<file path="src/rtl/spi_mon_pkg.sv">
package spi_mon_pkg;

    localparam int BYTE_W = 8;
    localparam int OP_W   = 3;
    localparam int ADDR_W = BYTE_W - OP_W;
    localparam int BANK_W = 2;
    localparam int LEN_W  = 8;

    localparam logic [LEN_W-1:0]  LEN_MAX    = '1;
    localparam logic [ADDR_W-1:0] BANK_REG   = 5'h1F;
    localparam logic [BYTE_W-1:0] RD_BUF_HDR = 8'h3A;
    localparam logic [BYTE_W-1:0] WR_BUF_HDR = 8'h7A;

    typedef enum logic [OP_W-1:0] {
        OP_RD_CTL   = 3'd0,
        OP_RD_BUF   = 3'd1,
        OP_WR_CTL   = 3'd2,
        OP_WR_BUF   = 3'd3,
        OP_BIT_SET  = 3'd4,
        OP_BIT_CLR  = 3'd5,
        OP_UNDEF    = 3'd6,
        OP_SOFT_RST = 3'd7
    } op_e;

    typedef struct packed {
        logic opc;
        logic hdr;
        logic len;
        logic bank;
        logic dummy;
    } warn_t;

    typedef struct packed {
        logic [BYTE_W-1:0] hdr;
        logic [BYTE_W-1:0] mosi1;
        logic [BYTE_W-1:0] miso1;
        logic [BYTE_W-1:0] miso2;
        logic [LEN_W-1:0]  len;
    } frame_t;

    typedef struct packed {
        logic [OP_W-1:0]   cmd;
        logic [ADDR_W-1:0] addr;
        logic [BANK_W-1:0] bank;
        logic              known;
        logic [BYTE_W-1:0] data;
        logic [LEN_W-1:0]  len;
        warn_t             warn;
    } result_t;

    function automatic op_e hdr_op(input logic [BYTE_W-1:0] hdr);
        return op_e'(hdr[BYTE_W-1 -: OP_W]);
    endfunction

    function automatic logic is_reg_access(input op_e op);
        return (op == OP_RD_CTL) || (op == OP_WR_CTL) ||
               (op == OP_BIT_SET) || (op == OP_BIT_CLR);
    endfunction

    function automatic logic length_ok(input op_e op, input logic [LEN_W-1:0] n);
        case (op)
            OP_RD_CTL:                        return (n == LEN_W'(2)) || (n == LEN_W'(3));
            OP_WR_CTL, OP_BIT_SET, OP_BIT_CLR: return n == LEN_W'(2);
            OP_SOFT_RST:                      return n == LEN_W'(1);
            OP_RD_BUF, OP_WR_BUF:             return 1'b1;
            default:                          return 1'b0;
        endcase
    endfunction

endpackage

</file>
<file path="src/rtl/smon_frame_capture.sv">
module smon_frame_capture
    import spi_mon_pkg::*;
(
    input  logic              clk,
    input  logic              rst,
    input  logic              cs_n,
    input  logic              byte_vld,
    input  logic [BYTE_W-1:0] mosi_byte,
    input  logic [BYTE_W-1:0] miso_byte,
    output frame_t            frm,
    output logic              frame_end
);

    logic       cs_q;
    frame_t     frm_q;
    frame_t     frm_d;
    logic       start;
    logic       take;
    logic [LEN_W-1:0] idx;

    assign start = !cs_n && cs_q;
    assign take  = !cs_n && byte_vld;
    assign idx   = start ? '0 : frm_q.len;

    always_comb begin
        frm_d = frm_q;
        if (start) begin
            frm_d = '0;
        end
        if (take) begin
            if (idx == LEN_W'(0)) begin
                frm_d.hdr = mosi_byte;
            end else if (idx == LEN_W'(1)) begin
                frm_d.mosi1 = mosi_byte;
                frm_d.miso1 = miso_byte;
            end else if (idx == LEN_W'(2)) begin
                frm_d.miso2 = miso_byte;
            end
            if (frm_d.len != LEN_MAX) begin
                frm_d.len = frm_d.len + LEN_W'(1);
            end
        end
    end

    always_ff @(posedge clk) begin
        if (rst) begin
            cs_q  <= 1'b1;
            frm_q <= '0;
        end else begin
            cs_q  <= cs_n;
            frm_q <= frm_d;
        end
    end

    assign frm       = frm_q;
    assign frame_end = cs_n && !cs_q && (frm_q.len != '0);

    AST_LEN_SATURATE: assert property (@(posedge clk) disable iff (rst)
        (frm_q.len == LEN_MAX && take && !start) |=> (frm_q.len == LEN_MAX));

endmodule

</file>
<file path="src/rtl/smon_frame_check.sv">
module smon_frame_check
    import spi_mon_pkg::*;
(
    input  frame_t            frm,
    input  logic              bank_known,
    input  logic              mac_reg,
    output warn_t             warn,
    output logic              len_ok,
    output logic [BYTE_W-1:0] data
);

    op_e op;
    assign op = hdr_op(frm.hdr);

    always_comb begin
        warn   = '0;
        len_ok = length_ok(op, frm.len);
        if (op == OP_UNDEF) begin
            warn.opc = 1'b1;
            len_ok   = 1'b0;
        end else begin
            warn.len = !len_ok;
            if (op == OP_RD_BUF) begin
                warn.hdr = (frm.hdr != RD_BUF_HDR);
            end
            if (op == OP_WR_BUF) begin
                warn.hdr = (frm.hdr != WR_BUF_HDR);
            end
            if (is_reg_access(op) && len_ok) begin
                warn.bank = !bank_known;
                if (op == OP_RD_CTL && bank_known) begin
                    warn.dummy = mac_reg ? (frm.len != LEN_W'(3))
                                         : (frm.len != LEN_W'(2));
                end
            end
        end
    end

    always_comb begin
        case (op)
            OP_RD_CTL:  data = (frm.len == LEN_W'(3)) ? frm.miso2 : frm.miso1;
            OP_RD_BUF:  data = frm.miso1;
            OP_WR_CTL,
            OP_WR_BUF,
            OP_BIT_SET,
            OP_BIT_CLR: data = frm.mosi1;
            default:    data = '0;
        endcase
    end

endmodule

</file>
<file path="src/rtl/smon_bank_track.sv">
module smon_bank_track
    import spi_mon_pkg::*;
(
    input  logic              clk,
    input  logic              rst,
    input  logic              fire,
    input  op_e               op,
    input  logic [ADDR_W-1:0] addr,
    input  logic [BANK_W-1:0] mask,
    input  logic              len_ok,
    output logic [BANK_W-1:0] bank,
    output logic [BANK_W-1:0] known
);

    logic [BANK_W-1:0] bank_q, bank_d;
    logic [BANK_W-1:0] known_q, known_d;
    logic              upd;
    logic              hit;

    assign upd = fire && len_ok;
    assign hit = (addr == BANK_REG);

    always_comb begin
        bank_d  = bank_q;
        known_d = known_q;
        if (upd) begin
            case (op)
                OP_WR_CTL: begin
                    if (hit) begin
                        bank_d  = mask;
                        known_d = '1;
                    end
                end
                OP_BIT_SET, OP_BIT_CLR: begin
                    if (hit) begin
                        for (int i = 0; i < BANK_W; i++) begin
                            if (mask[i]) begin
                                bank_d[i]  = (op == OP_BIT_SET);
                                known_d[i] = 1'b1;
                            end
                        end
                    end
                end
                OP_SOFT_RST: begin
                    bank_d  = '0;
                    known_d = '1;
                end
                default: ;
            endcase
        end
    end

    always_ff @(posedge clk) begin
        if (rst) begin
            bank_q  <= '0;
            known_q <= '0;
        end else begin
            bank_q  <= bank_d;
            known_q <= known_d;
        end
    end

    assign bank  = bank_q;
    assign known = known_q;

    AST_SOFT_RST_ZERO: assert property (@(posedge clk) disable iff (rst)
        (upd && op == OP_SOFT_RST) |=> (bank_q == '0 && known_q == '1));
    AST_NO_UPDATE_HOLD: assert property (@(posedge clk) disable iff (rst)
        !upd |=> $stable({bank_q, known_q}));
    AST_KNOWN_STICKY: assert property (@(posedge clk) disable iff (rst)
        (known_q == '1) |=> (known_q == '1));

endmodule

</file>
<file path="src/rtl/spi_cmd_mon.sv">
module spi_cmd_mon
    import spi_mon_pkg::*;
(
    input  logic              clk,
    input  logic              rst,
    input  logic              cs_n,
    input  logic              byte_vld,
    input  logic [BYTE_W-1:0] mosi_byte,
    input  logic [BYTE_W-1:0] miso_byte,
    input  logic              mac_reg,
    output logic [BANK_W-1:0] lk_bank,
    output logic [ADDR_W-1:0] lk_addr,
    output logic              done,
    output logic [OP_W-1:0]   res_cmd,
    output logic [ADDR_W-1:0] res_addr,
    output logic [BANK_W-1:0] res_bank,
    output logic              res_bank_known,
    output logic [BYTE_W-1:0] res_data,
    output logic [LEN_W-1:0]  res_len,
    output logic              warn_opcode,
    output logic              warn_header,
    output logic              warn_length,
    output logic              warn_bank,
    output logic              warn_dummy
);

    frame_t            frm;
    logic              frame_end;
    warn_t             warn;
    logic              len_ok;
    logic [BYTE_W-1:0] data;
    logic [BANK_W-1:0] bank;
    logic [BANK_W-1:0] known;
    logic              bank_known;
    result_t           res_q;
    logic              done_q;

    assign bank_known = &known;

    smon_frame_capture i_capture (
        .clk       (clk),
        .rst       (rst),
        .cs_n      (cs_n),
        .byte_vld  (byte_vld),
        .mosi_byte (mosi_byte),
        .miso_byte (miso_byte),
        .frm       (frm),
        .frame_end (frame_end)
    );

    smon_frame_check i_check (
        .frm        (frm),
        .bank_known (bank_known),
        .mac_reg    (mac_reg),
        .warn       (warn),
        .len_ok     (len_ok),
        .data       (data)
    );

    smon_bank_track i_bank (
        .clk    (clk),
        .rst    (rst),
        .fire   (frame_end),
        .op     (hdr_op(frm.hdr)),
        .addr   (frm.hdr[ADDR_W-1:0]),
        .mask   (frm.mosi1[BANK_W-1:0]),
        .len_ok (len_ok),
        .bank   (bank),
        .known  (known)
    );

    always_ff @(posedge clk) begin
        if (rst) begin
            res_q  <= '0;
            done_q <= 1'b0;
        end else begin
            done_q <= frame_end;
            if (frame_end) begin
                res_q.cmd   <= frm.hdr[BYTE_W-1 -: OP_W];
                res_q.addr  <= frm.hdr[ADDR_W-1:0];
                res_q.bank  <= bank;
                res_q.known <= bank_known;
                res_q.data  <= data;
                res_q.len   <= frm.len;
                res_q.warn  <= warn;
            end
        end
    end

    assign lk_bank        = bank;
    assign lk_addr        = frm.hdr[ADDR_W-1:0];
    assign done           = done_q;
    assign res_cmd        = res_q.cmd;
    assign res_addr       = res_q.addr;
    assign res_bank       = res_q.bank;
    assign res_bank_known = res_q.known;
    assign res_data       = res_q.data;
    assign res_len        = res_q.len;
    assign warn_opcode    = res_q.warn.opc;
    assign warn_header    = res_q.warn.hdr;
    assign warn_length    = res_q.warn.len;
    assign warn_bank      = res_q.warn.bank;
    assign warn_dummy     = res_q.warn.dummy;

    AST_DONE_ONE_CYCLE: assert property (@(posedge clk) disable iff (rst)
        done |=> !done);
    AST_RESULT_HOLD: assert property (@(posedge clk) disable iff (rst)
        !done |-> $stable(res_q));
    AST_DONE_NONEMPTY: assert property (@(posedge clk) disable iff (rst)
        done |-> (res_len != '0));
    AST_OPCODE_ALONE: assert property (@(posedge clk) disable iff (rst)
        (done && warn_opcode) |-> !(warn_header || warn_length || warn_bank || warn_dummy));

endmodule

</file>
<file path="config.mk">
export PLATFORM = sky130hd
export DESIGN_NAME = spi_cmd_mon
export DESIGN_NICKNAME = d
export VERILOG_FILES = /design/src/rtl/spi_mon_pkg.sv /design/src/rtl/smon_frame_capture.sv /design/src/rtl/smon_frame_check.sv /design/src/rtl/smon_bank_track.sv /design/src/rtl/spi_cmd_mon.sv
export SDC_FILE = /design/constraint.sdc
export NUM_CORES = 1
export LEC_CHECK = 0
export BUFFER_PORTS_ARGS = -buffer_cell sky130_fd_sc_hd__buf_2
export CAP_MARGIN = 15
export CORE_ASPECT_RATIO = 0.75
export CORE_MARGIN = 5
export CORE_UTILIZATION = 51
export CTS_CLUSTER_DIAMETER = 40
export DETAILED_ROUTE_END_ITERATION = 16
export PLACE_DENSITY_LB_ADDON = 0.1
export SETUP_SLACK_MARGIN = 0.05
export SYNTH_ARGS = -nofsm -noshare
export SYNTH_HDL_FRONTEND = slang
export SYNTH_SLANG_ARGS = --single-unit
</file>
<file path="constraint.sdc">
create_clock -name clk -period 2.09 [get_ports clk]
set_input_delay 0.3135 -clock clk [delete_from_list [all_inputs] [get_ports clk]]
set_output_delay 0.3135 -clock clk [all_outputs]
set_load 0.02 [all_outputs]
</file>
## After elaboration in Yosys (flattened, before gate mapping)

Cells that the tools add are included.

| storage, ports and cells | value |
|---|---|
| bits of input ports | 21 |
| word-level logic and storage cells | 101 |
| register bits after elaboration | 78 |

| operators by class | value |
|---|---|
| reduce and logical (&&, ||, !) cells | 26 |
| add/sub/neg operators | 1 |
| mux-type cells | 30 |
| equal/unequal tests | 22 |

Operators with widths:

| operator | count |
|---|---|
| $mux 40 | 2 |
| $mux 8 | 6 |
| $eq 8x2->1 const B | 3 |
| $mux 24 | 1 |
| $pmux 8 s3 | 1 |
| $eq 8x1->1 const B | 2 |
| $mux 16 | 1 |
| $ne 8x2->1 const B | 2 |
| $eq 3x3->1 const B | 4 |
| $pmux 2 s3 | 2 |
| $mux 1 | 10 |
| $mux 2 | 5 |
| $reduce_and 5->1 | 2 |
| $add 8x1->8 const B | 1 |
| $logic_not 8->1 | 1 |
| $ne 8x6->1 const B | 1 |
| $ne 8x7->1 const B | 1 |
| $ne 8x8->1 const B | 1 |
| $reduce_bool 8->1 | 1 |
| $logic_and 1x1->1 | 7 |
| $eq 3x2->1 const B | 2 |
| $eq 5x5->1 const B | 1 |
| $logic_not 1->1 | 4 |
| $logic_or 1x1->1 | 4 |
| other kinds (11) | 14 |

## Logic depth before layout (Yosys ltp)

| depth | value |
|---|---|
| word-level depth | 8 |
| gate-level depth with buffers | 10 |

## Hierarchy

From an unflattened synthesis, not the netlist that was laid out.

| unflattened totals | value |
|---|---|
| cells, all modules | 372 |
| area total of the unflattened synthesis | 3,494.6 um^2 |

Modules (own cells, without submodules):

| module | area each (um^2) | sequential area each (um^2) | times used | cells an instance |
|---|---|---|---|---|
| smon_frame_capture | 1,645.3 | 820.8 | 1 | 181 |
| spi_cmd_mon | 1,207.4 | 660.6 | 1 | 107 |
| smon_frame_check | 421.7 | 0.0 | 1 | 58 |
| smon_bank_track | 220.2 | 80.1 | 1 | 26 |

## Worst setup path before layout

Ideal clock, no wire load.

| timing path | value |
|---|---|
| path type | in2reg |
| from | input cs_n |
| to | register i_capture.frm_q, in the netlist i_capture.frm[7] |
| path slack | -184 ps |
| stages | 10 |
| setup time | 86 ps |
| data arrival time | 2,189 ps |
| buffers on the path | 1 |
| cell sequence | nand2b_1 clkbuf_1 nand2_1 inv_1 ha_1 nand2_1 or3_1 nor3_1 a211oi_1 a211oi_1 |

| between the ends | value |
|---|---|
| word-level cells in the longest chain between the ends | 6 |
| elaborated cells on any way between the ends | 8 |
| classes of those cells | add/sub (1); eq/ne (1); mux (3); reduce/logical (3) |

RTL lines:

| element | line | RTL |
|---|---|---|
| start, declared | spi_cmd_mon.sv:6 | `input logic cs_n,` |
| $logic_not 1->1 * | smon_frame_capture.sv:21, smon_frame_capture.sv:22 |  |
| $logic_and 1x1->1 | smon_frame_capture.sv:21 | `assign start = !cs_n && cs_q;` |
| $mux 40 | smon_frame_capture.sv:27 | `if (start) begin` |
| $add 8x1->8 / $ne 8x8->1 (equally long branches) | smon_frame_capture.sv:40, smon_frame_capture.sv:39 |  |
| $mux 8 | smon_frame_capture.sv:39 | `if (frm_d.len != LEN_MAX) begin` |
| $mux 40 * | smon_frame_capture.sv:30 | `if (take) begin` |
| end signal, assigned | smon_frame_capture.sv:51 | `frm_q <= frm_d;` |
| end, declared | smon_frame_capture.sv:15 | `frame_t frm_q;` |

Every way passes the cells marked *; elsewhere a longest branch is shown, timed or not.
A chain may end at the register's enable or synchronous reset.

## Worst setup path after layout

| timing path | value |
|---|---|
| from | register i_capture.frm_q, in the netlist i_capture.frm[2] |
| to | register res_q, in the netlist res_data[7] |

| between the ends | value |
|---|---|
| word-level cells in the longest chain between the ends | 3 |
| elaborated cells on any way between the ends | 5 |
| classes of those cells | eq/ne (1); mux (2); reduce/logical (2) |

RTL lines:

| element | line | RTL |
|---|---|---|
| $eq 8x2->1 | smon_frame_check.sv:41 | `OP_RD_CTL: data = (frm.len == LEN_W'(3)) ? frm.miso2 : frm.miso1;` |
| $mux 8 | smon_frame_check.sv:41 |  |
| $pmux 8 s3 | smon_frame_check.sv:40 | `case (op)` |
| end, declared | spi_cmd_mon.sv:35 | `result_t res_q;` |

Several ways; a longest one is shown, not always the timed one.

==> out/qor.txt <==
Status = complete, but fails checks
Failing checks = negative setup slack
Most frequent CP cell = or4_4
Minimum clock period = 2100 ps
Netlist cell types = 51
Layout cell share with drive strength beyond 1 = 26.3%
Critical path's largest stage delay = 540 ps
IO Pins = 61
CP endpoint kind = flip-flop
Fillers = 637
Detail Placement HPWL = 7.20 mm
#FFs+latches synth = 78
Setup Skew = 7.47 ps
Fin cells = 627
Cell Area, Placed = 4220 sq um
Hold Path Class = in2reg
Largest net degree at the start of global routing = 33
Synth area leader = dfxtp_1
Leakage = 1.77 nW
Internal power = 0.00214 W
Top-area cell type share of the netlist area = 42.5%
Top-count cell post-synth = nand2_1
Area Growth Syn to Fin = 21.2%
PD cells = 640 nW/um^2
Max Cap Viol = 0
Cells after Synth = 453
Vias in the first global route = 3240
TritonCTS clock tree = yes
Die W = 108 um
Sequential share of power = 53.1%
WS Path Type = reg2reg
Area of the multi-input gates = 1950 sq um
Final setup fails = 1
Die Y-Extent = 83.5 um
Least-Margin Pin Slew = 489 ps
Post-Place Cells = 609
Total CTS buffers = 9
Number of diodes = 0
Core footprint = 6930 sq um
CTS H-tree depth = 3
Sequential fraction of the synthesis area = 42.5%
Max VDD drop = 0.426 mV
Commonest cells post-synth = 82 x nand2_1, 78 x dfxtp_1, 52 x a21oi_1, 27 x o21ai_0, 25 x clkbuf_1
Comb pwr share = 8.0%
Critical Path, Cell by Cell = or4_4 -> or4_4 -> mux2_4 -> a221oi_2 -> o21ai_1
Post-synth ARST share = 0%
DRT Pass-1 Iters = 5
Layout Nets = 549
Clk Latency, worst-skew pair = 350 ps
Largest delay share family, worst path = simple AND/OR/NAND/NOR gates
Post-Syn Area per Cell = 8.12 sq um
Final hold violations = 0
DR DRC count = 0
Area contributors post-synth = dfxtp_1 42%, nand2_1 8.4%, a21oi_1 7.1%
Vias/cell = 5.52
# rows = 26
First-pass GRT wire length = 16.4 mm
Final period util = 100%
Dpl ws = -10.6 ps
Via count = 3462
Peak Freq = 477 MHz
IO buf count = 60
Worst endpoint required time = 2340 ps
Starting density of the core = 53.1%
Worst path arrival time = 2350 ps
Buf/Inv on CP = 0
Final ANT Viol Nets = 0
Worst path slowest cell = or4_4
Syn Nets = 478
CP Max Fanout = 8
TritonCTS Sinks = 78
Drt total wl = 10.0 mm
Slack of the critical path = -7.86 ps
Worst slew margin = 67.4%
DRT iter0 DRCs = 212
Overall power = 0.00285 W
Max-slew violation count = 0
Number of synthesized flops with an enable pin = 0
Yosys Warn Count = 0
WL/cell = 16.0 um
RSZ-0062 raised after global routing = true
All-Layer GR Usage = 22.8%
Synth Cell Area = 3680 sq um
Initial antenna violation count = 0
Worst setup SP type = flip-flop
Global route overflow = 0
Most used DFF post-synth = dfxtp_1
Switching share of power = 25.0%
CTS root buf = clkbuf_8
GP Congestion = 0.818
Clock-pin slew on the worst setup and hold paths = 80 ps
Post-route cell area = 4460 sq um
Clock power frac = 38.9%
Die area = 9030 sq um
Psw = 0.000712 W
Storage cell area = 1560 sq um
CTS Buffer Depth = 2
-- kinds of logic (layout without fill, tap and decap cells) --
kind of cell    Yosys count  count (layout)  share of synthesized area [%]
fa+ha+maj                 5               5                           1.63
simple gates            193             193                           26.0
mux                      17              17                           5.00
xor+xnor                  4               4                          0.953
buf+inv                  43             119                           5.34
compound gates          113             113                           18.6
flops                    78              78                           42.5
-- metrics by stage --
stage               hold slack, ps  setup TNS (ps)  utilization, %
floorplan                      420           -6.44               -
global placement               437               0            60.9
detailed placement             444           -10.6            60.9
CTS                            195           -8.98            63.9
global route                   183            -206            64.3
finish                         203           -7.86            64.3
-- power by group through the flow --
| stage | Combinational [W] | Clock [W] | Sequential [W] |
|---|---|---|---|
| 6_report | 0.000228 | 0.00111 | 0.00151 |
| 4_1_cts | 0.000225 | 0.00112 | 0.00151 |
| 2_1_floorplan | 0.000135 | 0 | 0.00155 |
| 3_3_place_gp | 0.000219 | 0 | 0.00155 |
| 3_5_place_dp | 0.000223 | 0 | 0.00155 |
| 5_1_grt | 0.000246 | 0.00120 | 0.00152 |
-- flip-flops by register name, summed over array words and instances, names as in the netlist --
register        flops
i_capture.cs_q      1
i_bank.known        2
warn_dummy          1
res_cmd             3
warn_length         1
done                1
warn_bank           1
i_bank.bank         2
warn_opcode         1
res_bank_known      1
i_capture.frm      40
warn_header         1
res_addr            5
res_data            8
res_len             8
res_bank            2
-- worst register-to-register path, stage by stage, from the launching register on --
cell and delay, ps:
dfxtp_2 320, or4_4 540, or4_4 510, mux2_4 330, a221oi_2 220, o21ai_1 80
-- layout by cell type, fill, tap and decap left out, drive strengths merged, types with 6 or more instances in the layout --
cell | synthesis | layout
o21ai | 29 | 29
nand2b | 11 | 11
and2 | 9 | 9
nand3b | 18 | 18
nor2 | 20 | 20
clkbuf | 26 | 11
mux2 | 8 | 8
a21oi | 52 | 52
dfxtp | 78 | 78
nand2 | 82 | 82
mux2i | 9 | 9
nand3 | 24 | 24
nor2b | 6 | 6
buf | 12 | 98
a22oi | 8 | 8
nor3 | 7 | 7
-- final cells by class --
cell class | instances | area share [%]
Clock buffer | 11 | 2.95
Clock inverter | 5 | 1.35
Inverter | 5 | 0.421
Multi-Input combinational cell | 332 | 43.8
Sequential cell | 78 | 35.1
Tap cell | 98 | 2.75
Timing Repair Buffer | 98 | 13.6
-- routing by layer --
layer / wire length (um) / up-vias / global-route usage (%) / share of wire [%]
met4: 86 / 0 / 5.16 / 0.86
met5: 0 / - / 0 / 0
met2: 4530 / 109 / 34.5 / 45
met1: 4760 / 1625 / 32.6 / 47
li1: - / 1717 / - / -
met3: 669 / 11 / 5.72 / 6.7
-- worst paths after layout --
check	start	to	slack [ps]	depth (start not counted)
setup / recovery	i_capture.frm[2]$_SDFF_PP0_	res_data[7]$_SDFFE_PP0P_	-8	5
hold / removal	miso_byte[3]	i_capture.frm[11]$_SDFF_PP0_	200	3
setup reg to reg	i_capture.frm[2]$_SDFF_PP0_	res_data[7]$_SDFFE_PP0P_	-8	5
hold reg to reg	warn_bank$_SDFFE_PP0P_	warn_bank$_SDFFE_PP0P_	450	2
-- what timing repair did --
| action | 4_1_cts | 5_1_grt |
|---|---|---|
| resized for setup | 1 | 7 |
| pin swaps | 1 | 1 |
| endpoints found under the setup margin | 10 | 24 |
| buffers inserted | 2 | 0 |
| hold buffers | 0 | 0 |
Power figures use the tool's default switching activity.
